==> config.mk <==
export PLATFORM = sky130hd
export DESIGN_NAME = twostage_wdog
export DESIGN_NICKNAME = d
export VERILOG_FILES = /design/src/rtl/wdog_pkg.sv /design/src/rtl/wdog_key.sv /design/src/rtl/wdog_count.sv /design/src/rtl/wdog_stage.sv /design/src/rtl/twostage_wdog.sv
export SDC_FILE = /design/constraint.sdc
export NUM_CORES = 1
export LEC_CHECK = 0
export CAP_MARGIN = 20
export CORE_MARGIN = 10
export CORE_UTILIZATION = 50
export DETAILED_ROUTE_END_ITERATION = 10
export PLACE_DENSITY = 0.72
export RECOVER_POWER = 50
export SETUP_SLACK_MARGIN = 0.15
export SLEW_MARGIN = 20
export SYNTH_ARGS = -nofsm -noshare
export SYNTH_HDL_FRONTEND = slang
export SYNTH_HIERARCHICAL = 1
export SYNTH_SLANG_ARGS = --single-unit
==> constraint.sdc <==
create_clock -name clk -period 3.8 [get_ports clk]
set_input_delay 0.95 -clock clk [delete_from_list [all_inputs] [get_ports clk]]
set_output_delay 0.95 -clock clk [all_outputs]
set_load 0.02 [all_outputs]
==> src/rtl/wdog_pkg.sv <==
package wdog_pkg;
  localparam logic [7:0] KEY_FIRST  = 8'h5A;
  localparam logic [7:0] KEY_SECOND = 8'hA5;

  typedef enum logic {KS_IDLE = 1'b0, KS_ARMED = 1'b1} key_st_e;

  // overflow interval in clocks for a period code
  function automatic logic [31:0] wd_limit(input int base_log2, input logic [1:0] sel);
    return 32'd1 << (base_log2 + 2 * int'(sel));
  endfunction
endpackage

==> src/rtl/wdog_key.sv <==
module wdog_key (
  input  logic       clk,
  input  logic       rst_n,
  input  logic       key_wr,
  input  logic [7:0] key_data,
  output logic       clr_evt
);
  import wdog_pkg::*;

  key_st_e st_q;

  assign clr_evt = key_wr && (st_q == KS_ARMED) && (key_data == KEY_SECOND);

  always_ff @(posedge clk or negedge rst_n) begin
    if (!rst_n) begin
      st_q <= KS_IDLE;
    end else if (key_wr) begin
      st_q <= (key_data == KEY_FIRST) ? KS_ARMED : KS_IDLE;
    end
  end
endmodule

==> src/rtl/wdog_count.sv <==
module wdog_count #(
  parameter int         BASE_LOG2 = 12,
  parameter int         CNT_W     = 18,
  parameter logic [1:0] PER_RST   = 2'd0
) (
  input  logic             clk,
  input  logic             rst_n,
  input  logic             run_en,
  input  logic             clr_evt,
  input  logic             per_wr,
  input  logic [1:0]       per_sel,
  output logic [1:0]       per_q,
  output logic [CNT_W-1:0] cnt_q,
  output logic             ovf_evt
);
  logic [CNT_W-1:0] lim_m1;

  assign lim_m1  = CNT_W'(wdog_pkg::wd_limit(BASE_LOG2, per_q) - 32'd1);
  assign ovf_evt = run_en && (cnt_q >= lim_m1);

  always_ff @(posedge clk or negedge rst_n) begin
    if (!rst_n) begin
      per_q <= PER_RST;
    end else if (per_wr && !run_en) begin
      per_q <= per_sel;
    end
  end

  always_ff @(posedge clk or negedge rst_n) begin
    if (!rst_n) begin
      cnt_q <= '0;
    end else if (clr_evt) begin
      cnt_q <= '0;
    end else if (run_en) begin
      cnt_q <= ovf_evt ? '0 : cnt_q + 1'b1;
    end
  end
endmodule

==> src/rtl/wdog_stage.sv <==
module wdog_stage #(
  parameter int RST_CYC = 32
) (
  input  logic clk,
  input  logic rst_n,
  input  logic ovf_evt,
  input  logic clr_evt,
  input  logic esc_mode,
  input  logic notify_clr,
  output logic nmi_q,
  output logic rst_req,
  output logic host_q,
  output logic rst_ld
);
  localparam int RC_W = $clog2(RST_CYC + 1);

  logic            esc_evt;
  logic [RC_W-1:0] rc_q;

  assign esc_evt = ovf_evt && nmi_q && !clr_evt;
  assign rst_ld  = esc_evt && !esc_mode;
  assign rst_req = (rc_q != '0);

  always_ff @(posedge clk or negedge rst_n) begin
    if (!rst_n) begin
      nmi_q <= 1'b0;
    end else if (clr_evt) begin
      nmi_q <= 1'b0;
    end else if (ovf_evt) begin
      nmi_q <= 1'b1;
    end
  end

  always_ff @(posedge clk or negedge rst_n) begin
    if (!rst_n) begin
      rc_q <= '0;
    end else if (rst_ld) begin
      rc_q <= RC_W'(RST_CYC);
    end else if (rc_q != '0) begin
      rc_q <= rc_q - 1'b1;
    end
  end

  always_ff @(posedge clk or negedge rst_n) begin
    if (!rst_n) begin
      host_q <= 1'b0;
    end else if (esc_evt && esc_mode) begin
      host_q <= 1'b1;
    end else if (notify_clr) begin
      host_q <= 1'b0;
    end
  end
endmodule

==> src/rtl/twostage_wdog.sv <==
module twostage_wdog #(
  parameter int         BASE_LOG2 = 12,
  parameter int         RST_CYC   = 32,
  parameter logic [1:0] PER_RST   = 2'd0
) (
  input  logic       clk,
  input  logic       rst_n,
  input  logic       run_en,
  input  logic       per_wr,
  input  logic [1:0] per_sel,
  input  logic       esc_mode,
  input  logic       key_wr,
  input  logic [7:0] key_data,
  input  logic       notify_clr,
  output logic       nmi_o,
  output logic       rst_req_o,
  output logic       host_note_o,
  output logic [1:0] per_o
);
  localparam int CNT_W = BASE_LOG2 + 6;

  logic             clr_evt;
  logic             ovf_evt;
  logic             rst_ld;
  logic [CNT_W-1:0] cnt_q;

  wdog_key u_key (
    .clk(clk), .rst_n(rst_n), .key_wr(key_wr), .key_data(key_data), .clr_evt(clr_evt)
  );

  wdog_count #(.BASE_LOG2(BASE_LOG2), .CNT_W(CNT_W), .PER_RST(PER_RST)) u_cnt (
    .clk(clk), .rst_n(rst_n), .run_en(run_en), .clr_evt(clr_evt),
    .per_wr(per_wr), .per_sel(per_sel), .per_q(per_o), .cnt_q(cnt_q), .ovf_evt(ovf_evt)
  );

  wdog_stage #(.RST_CYC(RST_CYC)) u_stage (
    .clk(clk), .rst_n(rst_n), .ovf_evt(ovf_evt), .clr_evt(clr_evt),
    .esc_mode(esc_mode), .notify_clr(notify_clr), .nmi_q(nmi_o),
    .rst_req(rst_req_o), .host_q(host_note_o), .rst_ld(rst_ld)
  );
endmodule

# Word-level counts from Yosys, hierarchy flattened
# Index checks and enable logic that the tools add are counted.
# classes
addsub	4
n_eq_ne	2
n_reduce_logical	16
n_mux	10
shift	1
order_cmp	1
# ops
cell	count
$mux 18	3
$shl 1x32->18 const A	1
$add 18x1->18 const B	1
$ge 18x18->1	1
$sub 18x1->18 const B	1
$mux 6	2
$eq 8x7->1 const B	1
$eq 8x8->1 const B	1
$logic_and 1x1->1	8
$reduce_bool 2->1	4
$reduce_bool 6->1	1
$sub 6x1->6 const B	1
$add 4x3->5 const A	1
$mux 1	5
$logic_not 1->1	3
# word_totals
register_bits	29
input_bits	17
wordCells	40

# Depth between registers and ports, before layout
# Gate-level depths: netlist of run 1.
# logic_depth
depth_word	9
depth_mapped	11
ltp_nobuf	10

# Cells and area by module
# Netlist of run 1, hierarchy kept.
# modules_own_cells
mod	area_each_um2	instances	cells_per_inst
wdog_count	1508.9	1	175
wdog_stage	447.9	1	43
wdog_key	101.3	1	9

# Least setup slack after synthesis of run 1
# No wires, ideal clock.
# synth_path
path_kind	reg-to-reg
from	register u_cnt.per_q[1]
to	register u_stage.rc_q[1]
setup_ns	0.079
path_buffers	1
period_less_slack_ns	2.586
t_arrival_ns	2.507
stages_incl_launch_ff	12
path_slack_ns	1.214
cell_sequence	dfrtp_1 nand2_1 ha_1 nand4_1 nor4_1 a211oi_2 nand2_1 and2_1 and4bb_2 clkbuf_2 a31o_2 a21oi_1
# synth_via
elab_chain_len	9
word_cells_on_any_way	10
classes_between	2 x add/sub; 1 x order compare; 1 x shift; 1 x mux; 5 x reduce/logical
# synth_rtl
element	line_no	source
start, declared	wdog_count.sv:12	output logic [1:0] per_q,
start signal, assigned	wdog_count.sv:25	per_q <= per_sel;
$add 4x3->5 (*)	wdog_pkg.sv:9	return 32'd1 << (base_log2 + 2 * int'(sel));
$shl 1x32->18 (*)	wdog_pkg.sv:9	
$sub 18x1->18 (*)	wdog_count.sv:18	assign lim_m1 = CNT_W'(wdog_pkg::wd_limit(BASE_LOG2, per_q) - 32'd1);
$ge 18x18->1 (*)	wdog_count.sv:19	assign ovf_evt = run_en && (cnt_q >= lim_m1);
$logic_and 1x1->1 (*)	wdog_count.sv:19	
named net ovf_evt	twostage_wdog.sv:23	logic ovf_evt;
$logic_and 1x1->1 (*) (2 in series)	wdog_stage.sv:20	assign esc_evt = ovf_evt && nmi_q && !clr_evt;
$logic_and 1x1->1 (*)	wdog_stage.sv:21	assign rst_ld = esc_evt && !esc_mode;
named net rst_ld	twostage_wdog.sv:24	logic rst_ld;
$mux 6 or $reduce_bool 2->1 (tied branches)	-	
end signal, assigned	wdog_stage.sv:38	rc_q <= RC_W'(RST_CYC);
end signal, assigned	wdog_stage.sv:40	rc_q <= rc_q - 1'b1;
end, declared	wdog_stage.sv:18	logic [RC_W-1:0] rc_q;
# The timed path passes the listed nets; every way through them passes the cells marked *.
# A chain may end at the register's enable or synchronous reset.

# Worst setup path in the final report of run 1
# layout_path
from	register u_stage.rc_q[0]
to	output rst_req_o
# layout_via
elab_chain_len	1
# layout_rtl
element	line_no	source
$reduce_bool 6->1	wdog_stage.sv:22	assign rst_req = (rc_q != '0);
end, declared	twostage_wdog.sv:16	output logic rst_req_o,
# Every way passes these cells.

==> flow_metrics.env, run 1 <==
export IMPL_rows=23
export IMPL_synth_area_sq_um=2058
export IMPL_drtPass1Iterations=7
export IMPL_synth_seq_area_share=0.3526
export IMPL_dieWidth_um=84.16
export IMPL_worstSkewPairLatency_ps=280
export IMPL_total_leakage_power_nw=1.008
export IMPL_fin_total_pwr_mw=1.232
export IMPL_worst_ir_drop_vdd_mv=0.2819
export IMPL_numCtsBuffers=5
export IMPL_postRouteWirelength_um=4967
export IMPL_violations="capacitance limit, slew limit"
export IMPL_yosys_register_bits=29
export IMPL_power_density_nw_per_um2=501.6
export IMPL_whs_ps=526.6
export IMPL_vias_per_cell=6.026
export IMPL_gp_congestion=0.8919
export IMPL_rsz0062_at_grt="false"
export IMPL_grt_pass1_vias=1752
export IMPL_cp_required_ps=2850
export IMPL_regToRegSetupSlack_ps=1230
export IMPL_dieArea_sq_um=7083
export IMPL_hold_path_class="reg -> reg"
export IMPL_setup_violations_final=0
export IMPL_max_freq_mhz=326.1
export IMPL_clkSlewWorstSetupHoldPaths_ps=60
export IMPL_root_buffer="clkbuf_8"
export IMPL_avgSynthCellArea_sq_um=9.067
export IMPL_drt_iter0_drc=119
export IMPL_cts_repair_resized=0
export IMPL_cap_violations=1
export IMPL_numPortBuffers=21
export IMPL_via_count=1850
export IMPL_ys_async_sr_fraction=1.000
export IMPL_synth_most_common_cell="dfrtp_1"
export IMPL_cts_hold_buf=0
export IMPL_finalClockSkew_ps=4.046
export IMPL_synth_area_leaders="dfrtp_1 (35%), ha_1 (9.1%), a31oi_1 (5.2%)"
export IMPL_relSlewSlack=-0.09391
export IMPL_tightest_slew_ps=1641
export IMPL_period_needed_ps=3066
export IMPL_synthCells=227
export IMPL_post_cts_buffers=0
export IMPL_run_status="finished with violations"
export IMPL_area_delta_synth_final_pct=19.33
export IMPL_ys_top_cells_by_count="dfrtp_1 (29), inv_1 (18), a31oi_1 (17)"
export IMPL_antenna_left=0
export IMPL_critical_path_class="reg -> out"
export IMPL_whs_path_depth=2
export IMPL_cts_tree="built"
export IMPL_grt_max_degree=30
export IMPL_cp_start_kind="flop"
export IMPL_hpwlAfterDp_um=3576
export IMPL_synth_distinct_cells=52
export IMPL_wire_per_inst_um=16.18
export IMPL_crit_path_end_kind="primary output"
export IMPL_post_route_period_util=0.8069
export IMPL_min_from="u_stage/host_q$_DFFE_PN0P_"
export IMPL_ff2ff_path_depth=10
export IMPL_io_pins=22
export IMPL_fp_dieH_um=84.16
export IMPL_place_inst=299
export IMPL_slew_violations=30
export IMPL_antenna_cells=0
export IMPL_htree_levels=2
export IMPL_synth_top_area_share=0.3526
export IMPL_hold_end="u_stage/host_q$_DFFE_PN0P_"
export IMPL_core_sq_um=4000
export IMPL_clk_path_buf_depth=2
export IMPL_worstPathArrival_ps=2120
export IMPL_synth_top_area_cell="dfrtp_1"
export IMPL_reg2reg_to="u_stage/rc_q[0]$_DFFE_PN0P_"
export IMPL_drive_gt1_frac=0.1089
export IMPL_antenna_found_initial=0
export IMPL_grt_ovfl_total=0
export IMPL_yosysWarnings=6
export IMPL_nets=288
export IMPL_finalSetupTns_ps=0
export IMPL_r2r_start="u_cnt/per_q[1]$_DFFE_PN0P_"
export IMPL_grt_pass1_wl_um=8376
export IMPL_cts_sinks=29
export IMPL_fin_cells=307
export IMPL_synth_edff_count=0
export IMPL_worstPathMaxFanout=5
export IMPL_start_util=0.5145
export IMPL_drc_errors=0
export IMPL_synthFlopType="dfrtp_1"
export IMPL_hold_viol=0
export IMPL_grt_usage=0.1412
metal layers:
| metal | vias to the layer above | global-route usage | routed length [um] |
|---|---|---|---|
| met3 | 13 | 0.03671 | 297 |
| met2 | 69 | 0.2178 | 2339 |
| li1 | 911 | - | - |
| met4 | 0 | 0.05936 | 92 |
| met5 | - | 0 | 0 |
| met1 | 857 | 0.1818 | 2237 |
critical path, cell delays in order, from the launching register on:
cell and delay [ps]:
dfrtp_1 450, inv_1 110, ha_1 190, nor3b_1 390
nand2_1 140, clkdlybuf4s50_1 560
state kept, by name, summed over array words and instances, names as in the netlist:
register / cells
u_cnt/cnt_q: 18
u_cnt/per_q: 2
u_key/st_q: 1
u_stage/host_q: 1
u_stage/rc_q: 6
u_stage/nmi_q: 1
final cells by class:
type / instances / area (sq um)
repair buffers: 27 / 251.5
well taps: 50 / 62.56
inverters: 18 / 67.56
fillers: 350 / 1544
flip-flops and latches: 29 / 725.7
clock buffers: 7 / 86.33
clock inverters: 1 / 30.03
multi-input cells: 175 / 1232
power by group:
group          leakage, nW  total (mW)  switching, mW  internal (mW)
Clock               0.0585       0.330          0.117          0.214
Combinational        0.574       0.384          0.198          0.186
Sequential           0.375       0.518          0.122          0.396
Total                 1.01        1.23          0.436          0.796
cell families (layout without fill, tap and decap cells):
group           after synthesis  in the layout  synth area share
buf+inv                      27             53           0.05592
fa+ha+maj                    15             15           0.09119
compound gates               57             57            0.1848
mux                           4              4           0.02006
flops                        29             29            0.3526
simple gates                 94             94            0.2936
other cells                   1              5          0.001822
placed cells by master (no fill, tap or decap), types with 2 or more instances in the layout:
master           netlist  routed
dfrtp_1               29      29
nand2b_1              10      10
nand4b_1               4       4
a21oi_1               12      12
inv_1                 18      18
o21ai_0                4       4
clkdlybuf4s50_1        0      18
and3_1                 3       3
dlygate4sd3_1          0       3
clkbuf_1               2       2
o211ai_1               2       2
clkbuf_8               0       6
nor2_1                10      10
nand4_1               13      13
o22ai_1                8       8
and4bb_1               2       2
nand2_1               15      15
nand3_1               12      12
ha_1                  15      15
a31oi_1               17      17
mux2i_1                3       3
nor2b_1                4       4
nor3b_1                2       2
conb_1                 1       5
o2111ai_1              2       2
a211oi_2               2       2
buf_4                  2       5
nor4_1                 5       5
through the flow:
step / util / cell area (sq um) / setup WS (ps)
detailed placement: 0.5859 / 2344 / 987.3
floorplan: - / 2073 / 1214
CTS: 0.6150 / 2460 / 717.3
global placement: 0.5859 / 2344 / 1026
finish: 0.6140 / 2456 / 733.8
global route: 0.6140 / 2456 / 585.7
worst max path at each step:
| stage | start | endpoint | cells past startpoint |
|---|---|---|---|
| 2_1_floorplan | u_cnt/per_q[1]$_DFFE_PN0P_ | u_stage/rc_q[1]$_DFFE_PN0P_ | 11 |
| 3_3_place_gp | key_data[6] | u_stage/rc_q[1]$_DFFE_PN0P_ | 7 |
| 3_5_place_dp | key_data[6] | u_stage/rc_q[1]$_DFFE_PN0P_ | 7 |
| 4_1_cts | u_stage/rc_q[0]$_DFFE_PN0P_ | rst_req_o | 5 |
| 5_1_grt | u_stage/rc_q[0]$_DFFE_PN0P_ | rst_req_o | 5 |
| 6_report | u_stage/rc_q[0]$_DFFE_PN0P_ | rst_req_o | 5 |
(Power assumes the default switching activity.)
==> run 2: changes to the inputs <==
Settings changed: PLACE_DENSITY 0.72 to 0.75.
Clock period 3.8 ns to 2.6 ns, I/O delays scaled along.
==> flow_metrics.env, run 2 (synthesis results as in run 1) <==
export IMPL_power_density_nw_per_um2=693.6
export IMPL_htree_levels=2
export IMPL_worst_ir_drop_vdd_mv=0.4158
export IMPL_whs_path_depth=2
export IMPL_finalSetupTns_ps=0
export IMPL_io_pins=22
export IMPL_gp_congestion=0.8299
export IMPL_worstSkewPairLatency_ps=280
export IMPL_hold_path_class="reg -> reg"
export IMPL_hpwlAfterDp_um=3539
export IMPL_crit_path_cell_trace="inv_1 -> ha_1 -> nor3b_2 -> nand2_1 -> dlygate4sd2_1"
export IMPL_start_util=0.5145
export IMPL_total_leakage_power_nw=1.015
export IMPL_placed_cell_area_sq_um=2371
export IMPL_final_area_sq_um=2482
export IMPL_tightest_slew_ps=771.9
export IMPL_regMostFlops="u_cnt/cnt_q"
export IMPL_clkSlewWorstSetupHoldPaths_ps=70
export IMPL_cts_tree="built"
export IMPL_final_common_cell="dfrtp_1"
export IMPL_dieArea_sq_um=7083
export IMPL_post_route_period_util=0.8918
export IMPL_nets=291
export IMPL_rsz0062_at_grt="false"
export IMPL_grt_max_degree=30
export IMPL_drc_errors=0
export IMPL_grt_ovfl_total=0
export IMPL_grt_pass1_wl_um=8528
export IMPL_area_delta_synth_final_pct=20.61
export IMPL_final_cell_mix="dfrtp_1 (27), inv_1 (18), clkdlybuf4s50_1 (17), a31oi_1 (17)"
export IMPL_grt_usage=0.1422
export IMPL_antenna_found_initial=0
export IMPL_cp_required_ps=1950
export IMPL_path_buf_inv=2
export IMPL_cp_start_kind="flop"
export IMPL_hold_end="u_stage/host_q$_DFFE_PN0P_"
export IMPL_slew_violations=0
export IMPL_core_sq_um=4000
export IMPL_drt_iter0_drc=131
export IMPL_cts_hold_buf=0
export IMPL_fillers=350
export IMPL_antenna_cells=0
export IMPL_worstPathMaxFanout=5
export IMPL_crit_slowest_cell="dfrtp_1"
export IMPL_top_regs="u_cnt/cnt_q x18, u_stage/rc_q x6, u_cnt/per_q x2"
export IMPL_reg2reg_to="u_stage/rc_q[0]$_DFFE_PN0P_"
export IMPL_relSlewSlack=0.4806
export IMPL_cpPeakStageDelay_ps=450
export IMPL_wire_per_inst_um=16.03
export IMPL_ff2ff_path_depth=8
export IMPL_drtPass1Iterations=4
export IMPL_regToRegSetupSlack_ps=380
export IMPL_cp_depth=5
export IMPL_fp_dieH_um=84.16
export IMPL_post_cts_buffers=0
export IMPL_grt_pass1_vias=1781
export IMPL_worstPathArrival_ps=1670
export IMPL_antenna_left=0
export IMPL_drive_gt1_frac=0.1577
export IMPL_max_freq_mhz=431.3
export IMPL_min_from="u_stage/host_q$_DFFE_PN0P_"
export IMPL_numCtsBuffers=5
export IMPL_rows=23
export IMPL_setup_violations_final=0
export IMPL_run_status="finished, final reports clean"
export IMPL_dieWidth_um=84.16
export IMPL_largest_register_ffs=18
export IMPL_utilization=0.6206
export IMPL_period_needed_ps=2319
export IMPL_crit_path_end_kind="primary output"
export IMPL_r2r_start="u_cnt/cnt_q[13]$_DFFE_PN0P_"
export IMPL_clk_path_buf_depth=2
export IMPL_vias_per_cell=5.906
export IMPL_cts_sinks=29
export IMPL_finalClockSkew_ps=9.189
export IMPL_critical_path_class="reg -> out"
export IMPL_cp_top_family="flip-flops"
export IMPL_cap_violations=0
export IMPL_postRouteWirelength_um=4970
export IMPL_root_buffer="clkbuf_8"
export IMPL_numPortBuffers=21
export IMPL_via_count=1831
export IMPL_hold_viol=0
## run 2: stage by stage
| stage | hold slack, ps | setup slack [ps] | instances | power [mW] |
|---|---|---|---|---|
| 2_1_floorplan | 354.4 | 124.3 | 231 | 1.141 |
| 3_3_place_gp | 510.8 | 149.9 | 302 | 1.323 |
| 3_5_place_dp | 549.2 | 123.1 | 302 | 1.349 |
| 4_1_cts | 556.8 | 271.9 | 310 | 1.725 |
| 5_1_grt | 595.6 | 147.2 | 310 | 1.865 |
| 6_report | 556.5 | 281.4 | 310 | 1.722 |
## run 2: what timing repair did
action | in CTS | in global routing
setup endpoints to repair | 9 | 10
pin swaps | 0 | 2
gates resized for setup | 3 | 4
## run 2: layer usage
| metal | vias up | global-route usage | part of all wire |
|---|---|---|---|
| met4 | 0 | 0.04871 | 0.014 |
| met1 | 862 | 0.1748 | 0.44 |
| met3 | 8 | 0.03575 | 0.049 |
| li1 | 919 | - | - |
| met2 | 42 | 0.2351 | 0.50 |
| met5 | - | 0 | 0 |
## run 2: worst max-delay path by stage
stage	startpoint	end	slack [ps]
floorplan	u_cnt/per_q[0]$_DFFE_PN0P_	u_stage/rc_q[1]$_DFFE_PN0P_	120
global placement	u_cnt/per_q[0]$_DFFE_PN0P_	u_cnt/cnt_q[13]$_DFFE_PN0P_	150
detailed placement	u_cnt/per_q[0]$_DFFE_PN0P_	u_cnt/cnt_q[13]$_DFFE_PN0P_	120
CTS	u_stage/rc_q[0]$_DFFE_PN0P_	rst_req_o	270
global route	u_cnt/per_q[1]$_DFFE_PN0P_	u_stage/rc_q[0]$_DFFE_PN0P_	150
finish	u_stage/rc_q[0]$_DFFE_PN0P_	rst_req_o	280
## run 2: layout make-up
class | instances | area (sq um) | area share
Clock inverter | 3 | 17.52 | 0.007056
Multi-Input combinational cell | 175 | 1261 | 0.5081
Timing Repair Buffer | 30 | 276.5 | 0.1114
Sequential cell | 29 | 728.2 | 0.2933
Inverter | 18 | 67.56 | 0.02722
Tap cell | 50 | 62.56 | 0.02520
Clock buffer | 5 | 68.82 | 0.02772
## run 2: worst register-to-register path: cells and delay by family, from the launching register on
family	cells	cell delay (ps)
flip-flops	1	450
AO/OA/AOI/OAI	2	310
adder cells (fa/ha/maj)	1	360
AND/OR/NAND/NOR	5	1010
## run 2: power by group
group / internal, mW / switching (mW) / leakage, nW
clock: 0.184 / 0.178 / 0.0439
sequential: 0.580 / 0.184 / 0.373
combinational: 0.298 / 0.298 / 0.598
